[src/rtl/i2c_scl_pkg.sv]
package i2c_scl_pkg;

    // width of one phase count field inside the timing word
    localparam int unsigned FIELD_W = 8;
    localparam int unsigned CFG_W   = 2 * FIELD_W;
    // phase counter needs one more bit: the high phase runs to Hi+1
    localparam int unsigned CNT_W   = FIELD_W + 1;

    typedef logic [CNT_W-1:0] cnt_t;

    // packed so that hi sits in the upper field and lo in the lower one
    typedef struct packed {
        logic [FIELD_W-1:0] hi;
        logic [FIELD_W-1:0] lo;
    } scl_cfg_t;

    typedef enum logic [1:0] {
        PH_IDLE = 2'd0,
        PH_LOW  = 2'd1,
        PH_HIGH = 2'd2
    } scl_phase_e;

    // last counter value of the low phase (Lo+1 cycles: 0..Lo)
    function automatic cnt_t low_last(input logic [FIELD_W-1:0] lo);
        return cnt_t'(lo);
    endfunction

    // last counter value of the high phase (Hi+2 cycles: 0..Hi+1)
    function automatic cnt_t high_last(input logic [FIELD_W-1:0] hi);
        return cnt_t'(hi) + cnt_t'(1);
    endfunction

    // middle index of the low phase
    function automatic cnt_t low_mid(input logic [FIELD_W-1:0] lo);
        return (cnt_t'(lo) + cnt_t'(1)) >> 1;
    endfunction

    // middle index of the counted high phase (never zero)
    function automatic cnt_t high_mid(input logic [FIELD_W-1:0] hi);
        return (cnt_t'(hi) + cnt_t'(2)) >> 1;
    endfunction

endpackage

[src/rtl/scl_cfg_hold.sv]
module scl_cfg_hold
    import i2c_scl_pkg::*;
(
    input  logic     clk,
    input  logic     rst,
    input  logic     load,
    input  scl_cfg_t cfg_in,
    output scl_cfg_t cfg_q
);

    always_ff @(posedge clk) begin
        if (rst) begin
            cfg_q <= '0;
        end else if (load) begin
            cfg_q <= cfg_in;
        end
    end

endmodule

[src/rtl/scl_phase_seq.sv]
module scl_phase_seq
    import i2c_scl_pkg::*;
(
    input  logic       clk,
    input  logic       rst,
    input  logic       tick,
    input  logic       run_req,
    input  logic       scl_in,
    input  scl_cfg_t   cfg_held,
    output logic       load,
    output logic       adv_high,
    output scl_phase_e phase_q,
    output scl_phase_e nxt_phase,
    output cnt_t       nxt_cnt
);

    cnt_t cnt_q;

    always_comb begin
        nxt_phase = phase_q;
        nxt_cnt   = cnt_q;
        load      = 1'b0;
        adv_high  = 1'b0;
        unique case (phase_q)
            PH_IDLE: begin
                if (tick && run_req && scl_in) begin
                    nxt_phase = PH_LOW;
                    nxt_cnt   = '0;
                    load      = 1'b1;
                end
            end
            PH_LOW: begin
                if (tick) begin
                    if (cnt_q == low_last(cfg_held.lo)) begin
                        nxt_phase = PH_HIGH;
                        nxt_cnt   = '0;
                    end else begin
                        nxt_cnt = cnt_q + cnt_t'(1);
                    end
                end
            end
            PH_HIGH: begin
                if (tick && scl_in) begin
                    adv_high = 1'b1;
                    if (cnt_q == high_last(cfg_held.hi)) begin
                        nxt_cnt = '0;
                        if (run_req) begin
                            nxt_phase = PH_LOW;
                            load      = 1'b1;
                        end else begin
                            nxt_phase = PH_IDLE;
                        end
                    end else begin
                        nxt_cnt = cnt_q + cnt_t'(1);
                    end
                end
            end
            default: begin
                nxt_phase = PH_IDLE;
                nxt_cnt   = '0;
            end
        endcase
    end

    always_ff @(posedge clk) begin
        if (rst) begin
            phase_q <= PH_IDLE;
            cnt_q   <= '0;
        end else begin
            phase_q <= nxt_phase;
            cnt_q   <= nxt_cnt;
        end
    end

endmodule

[src/rtl/scl_strobe_reg.sv]
module scl_strobe_reg
    import i2c_scl_pkg::*;
(
    input  logic       clk,
    input  logic       rst,
    input  logic       tick,
    input  logic       adv_high,
    input  scl_phase_e phase_q,
    input  scl_phase_e nxt_phase,
    input  cnt_t       nxt_cnt,
    input  scl_cfg_t   cfg_eff,
    output logic       stb_fall,
    output logic       stb_rise,
    output logic       stb_mid_low,
    output logic       stb_mid_high
);

    logic fall_d, rise_d, mlow_d, mhigh_d;

    always_comb begin
        fall_d  = (nxt_phase == PH_LOW) && (phase_q != PH_LOW);
        rise_d  = (phase_q == PH_LOW) && (nxt_phase == PH_HIGH);
        mlow_d  = tick && (nxt_phase == PH_LOW) && (nxt_cnt == low_mid(cfg_eff.lo));
        mhigh_d = adv_high && (nxt_phase == PH_HIGH) && (nxt_cnt == high_mid(cfg_eff.hi));
    end

    always_ff @(posedge clk) begin
        if (rst) begin
            stb_fall     <= 1'b0;
            stb_rise     <= 1'b0;
            stb_mid_low  <= 1'b0;
            stb_mid_high <= 1'b0;
        end else begin
            stb_fall     <= fall_d;
            stb_rise     <= rise_d;
            stb_mid_low  <= mlow_d;
            stb_mid_high <= mhigh_d;
        end
    end

endmodule

[src/rtl/i2c_scl_gen.sv]
module i2c_scl_gen
    import i2c_scl_pkg::*;
(
    input  logic             clk,
    input  logic             rst,
    input  logic             clk_en,
    input  logic [CFG_W-1:0] timing_cfg,
    input  logic             run_req,
    input  logic             scl_in,
    output logic             scl_drive_low,
    output logic             stb_fall,
    output logic             stb_rise,
    output logic             stb_mid_low,
    output logic             stb_mid_high
);

    scl_cfg_t   cfg_live;
    scl_cfg_t   cfg_held;
    scl_cfg_t   cfg_eff;
    logic       load;
    logic       adv_high;
    scl_phase_e phase_q;
    scl_phase_e nxt_phase;
    cnt_t       nxt_cnt;

    assign cfg_live = scl_cfg_t'(timing_cfg);
    // the word being latched this cycle governs the strobes of the new phase
    assign cfg_eff  = load ? cfg_live : cfg_held;

    scl_cfg_hold u_cfg (
        .clk    (clk),
        .rst    (rst),
        .load   (load),
        .cfg_in (cfg_live),
        .cfg_q  (cfg_held)
    );

    scl_phase_seq u_seq (
        .clk       (clk),
        .rst       (rst),
        .tick      (clk_en),
        .run_req   (run_req),
        .scl_in    (scl_in),
        .cfg_held  (cfg_held),
        .load      (load),
        .adv_high  (adv_high),
        .phase_q   (phase_q),
        .nxt_phase (nxt_phase),
        .nxt_cnt   (nxt_cnt)
    );

    scl_strobe_reg u_stb (
        .clk          (clk),
        .rst          (rst),
        .tick         (clk_en),
        .adv_high     (adv_high),
        .phase_q      (phase_q),
        .nxt_phase    (nxt_phase),
        .nxt_cnt      (nxt_cnt),
        .cfg_eff      (cfg_eff),
        .stb_fall     (stb_fall),
        .stb_rise     (stb_rise),
        .stb_mid_low  (stb_mid_low),
        .stb_mid_high (stb_mid_high)
    );

    assign scl_drive_low = (phase_q == PH_LOW);

endmodule

[config.mk]
export PLATFORM = sky130hd
export DESIGN_NAME = i2c_scl_gen
export DESIGN_NICKNAME = d
export VERILOG_FILES = /design/src/rtl/i2c_scl_pkg.sv /design/src/rtl/scl_cfg_hold.sv /design/src/rtl/scl_phase_seq.sv /design/src/rtl/scl_strobe_reg.sv /design/src/rtl/i2c_scl_gen.sv
export SDC_FILE = /design/constraint.sdc
export NUM_CORES = 1
export LEC_CHECK = 0
export ABC_AREA = 1
export BUFFER_PORTS_ARGS = -buffer_cell sky130_fd_sc_hd__buf_2
export CAP_MARGIN = 20
export CORE_ASPECT_RATIO = 1.25
export CORE_MARGIN = 10
export CORE_UTILIZATION = 30
export DETAILED_ROUTE_END_ITERATION = 8
export SLEW_MARGIN = 20
export SYNTH_ARGS = -nofsm -noshare
export SYNTH_HDL_FRONTEND = slang
export SYNTH_SLANG_ARGS = --single-unit
[constraint.sdc]
create_clock -name clk -period 3.5 [get_ports clk]
set_input_delay 0.175 -clock clk [delete_from_list [all_inputs] [get_ports clk]]
set_output_delay 0.175 -clock clk [all_outputs]
set_load 0.02 [all_outputs]
==> metrics <==
worst min-delay path startpoint=timing_cfg[1]; fraction of registers with async set/reset=0%; fraction of layout instances using a drive strength above 1=11.71%; cts-stage hold buffer count=0; number of buffers created by CTS=5; critical path arrival=3.34 ns; total core area=0.009223 sq mm; Clock Pin Slew Worst Setup and Hold Paths=0.05 ns; Reg-to-Reg Start=u_cfg.cfg_q[8]$_SDFFE_PP0N_; register-to-register path setup slack=0.38 ns; post-layout net count=563; Layout Cell Area excl Fill=0.003233 sq mm; hold_ws=0.1723 ns; Worst VDD drop=0.1392 mV; total number of vias=3220; Clock Latency Late Sink=0.29 ns; Critical Path, Cell by Cell=ha_1, nand3_1, o21ai_0, a21oi_1, nor2_2, nand3_4, nand2_4, buf_4, nand2_2, o21ai_2, ha_1, nand3_1, nor2_2, nand2_1, nand2_1, nand2_1, nand2_1, nand3b_1, nor2_1; antenna violations before repair=0; most common cell type on the critical path=sky130_fd_sc_hd__nand2_1; Post-CTS Setup Repair Bufs=0; placed wire-length estimate after detailed placement=7343 microns; crit path capture type=register; area growth from synthesis to layout=13.38%; TritonCTS clock tree=done; total of buffers placed on input and output ports=25; Placed Area=0.003089 sq mm; post-route antenna net violation count=0; Setup Total Neg Slack=0 ns; Iteration-0 DRC Markers=183; Worst Max-Slew Pin Slew=0.6386 ns; vias in the first global route=3061; Max Fanout on Critical Path=16; x dimension of the die=107.2 microns; H-tree lvl count=2; DRC errors left=0; number of synthesized register bits=31; maximum number of pins on one net before global-route repair=30; Post-Syn Area=0.002851 sq mm; global placement routability congestion=1.004; area enclosed by the die boundary=0.01383 sq mm; dominant register cell in the synthesized netlist=sky130_fd_sc_hd__dfxtp_1; core utilization of the finished layout=35.06%; count of instances resized after the clock tree is built=0; post-detailed-route via-to-cell ratio=4.871; Synth Warn #=0; number of cell rows=39; Pwr Density=317.8 mW/mm^2; commonest non-fill, non-tap cells in the layout=sky130_fd_sc_hd__nand2_1, sky130_fd_sc_hd__inv_1, sky130_fd_sc_hd__nor2_1, sky130_fd_sc_hd__nand3_1, sky130_fd_sc_hd__dfxtp_1; Distinct cells, synth=28; portion of the clock cycle consumed by the worst path in the final layout=89.15%; Setup crit start kind=register; CTS Root Buffer Type=sky130_fd_sc_hd__clkbuf_16; io pins=26; Required @ worst endpoint=3.72 ns; EDFF count, synth=0; stage delay of the slowest cell on the critical path=0.40 ns; Sinks on Clock Net=31; final count of pins violating max slew=0; Routed WL per cell=13.71 microns; sequential fraction of the synthesis area=21.76%; clock period minus worst slack=3.120 ns; worst min-delay path category=primary input to register; first-pass GRT wire length=14770 microns; worst slew margin relative to its limit=57.43%; number of setup violations in the final report=0; Leak Pwr=1.568 nW; overall routed net length=9061 microns; slowest library cell on the worst path=sky130_fd_sc_hd__dfxtp_1; most common library cell in the layout ignoring fill and taps=sky130_fd_sc_hd__nand2_1; clock buffer depth=2; number of hold violations in the final report=0; Peak Freq=320.5 MHz; worst-case clock skew=0.008348 ns; overall power consumption=1.027 mW; count of maximum capacitance violations=0; Net Count, Synth=538; Crit Path Class=register to register; final antenna diode count=0; starting density of the core=30.92%; critical path startpoint=u_cfg.cfg_q[8]$_SDFFE_PP0N_; Syn Inst Count=513; residual overflow from global routing=0; total routing resource utilization after global routing=13.27%; status=finished, final reports clean; total iterations of the first detailed-routing run=5; setup repair after global routing missed its margin=no; die outline height=129 microns; mean post-synth cell area=5.558 sq um
==> area by class of cell <==
cell class	instances	area [sq um]
fillers	1034	5989
multi-input cells	386	1837
flip-flops and latches	31	620.6
inverters	84	315.3
repair buffers	30	162.7
well taps	123	153.9
clock buffers	6	138.9
clock inverters	1	5.005
==> registers in the layout (all words and copies together) (netlist names) <==
name / count
u_stb.stb_mid_high: 1
u_cfg.cfg_q: 16
u_stb.stb_rise: 1
u_stb.stb_fall: 1
u_stb.stb_mid_low: 1
u_seq.cnt_q: 9
u_seq.phase_q: 2
==> Yosys cell counts, types with 8 or more instances <==
cell,number,share of area (%)
sky130_fd_sc_hd__nor2_1,55,7.2
sky130_fd_sc_hd__nand2_1,173,23
sky130_fd_sc_hd__inv_1,81,11
sky130_fd_sc_hd__xor2_1,9,2.8
sky130_fd_sc_hd__nor2_2,8,1.8
sky130_fd_sc_hd__nand3_1,53,9.3
sky130_fd_sc_hd__a21oi_1,12,2.1
sky130_fd_sc_hd__o21ai_0,21,3.7
sky130_fd_sc_hd__dfxtp_1,31,22
==> cells by family (layout without fill, tap and decap cells) <==
group                      count (synthesis)  count (layout)  synth area share, %
adders and majority gates                  4               4                1.755
DFF                                       31              31                21.76
xor gates and xnor gates                  14              14                4.300
buffers and inverters                     96             121                13.82
and+or+nand+nor                          317             317                48.09
AOI/OAI and AO/OA                         51              51                10.27
==> critical path, delay by kind of cell (launching register included) <==
kind	cells	cell delay (ns)
and+or+nand+nor	13	1.52
adders and majority gates	2	0.46
AOI/OAI and AO/OA	3	0.45
DFF	1	0.40
buffers and inverters	1	0.25
==> routing by layer <==
layer / track usage [%] / up-vias / routed length [microns]
met5: 0 / - / 0
met4: 7.023 / 0 / 344
met3: 1.848 / 26 / 435
met2: 23.07 / 115 / 4445
met1: 15.36 / 1432 / 3836
li1: - / 1647 / -
==> final timing paths <==
path,end,depth (start not counted)
worst max-delay path,u_stb.stb_mid_low$_SDFF_PP0_,19
worst min-delay path,u_cfg.cfg_q[1]$_SDFF_PP0_,3
worst max register to register,u_stb.stb_mid_low$_SDFF_PP0_,19
worst min register to register,u_cfg.cfg_q[1]$_SDFF_PP0_,2
==> power by group <==
group | switching [mW] | internal (mW)
registers | 0.0138 | 0.366
logic | 0.137 | 0.0697
clock network | 0.163 | 0.277
==> per-stage QoR <==
stage / worst slack [ns] / cells
floorplan: 0.8197 / 513
global placement: 0.4844 / 654
detailed placement: 0.3848 / 654
CTS: 0.3614 / 661
global route: 0.01069 / 661
finish: 0.3799 / 661
Note: power is estimated with default switching activity, not from simulation.
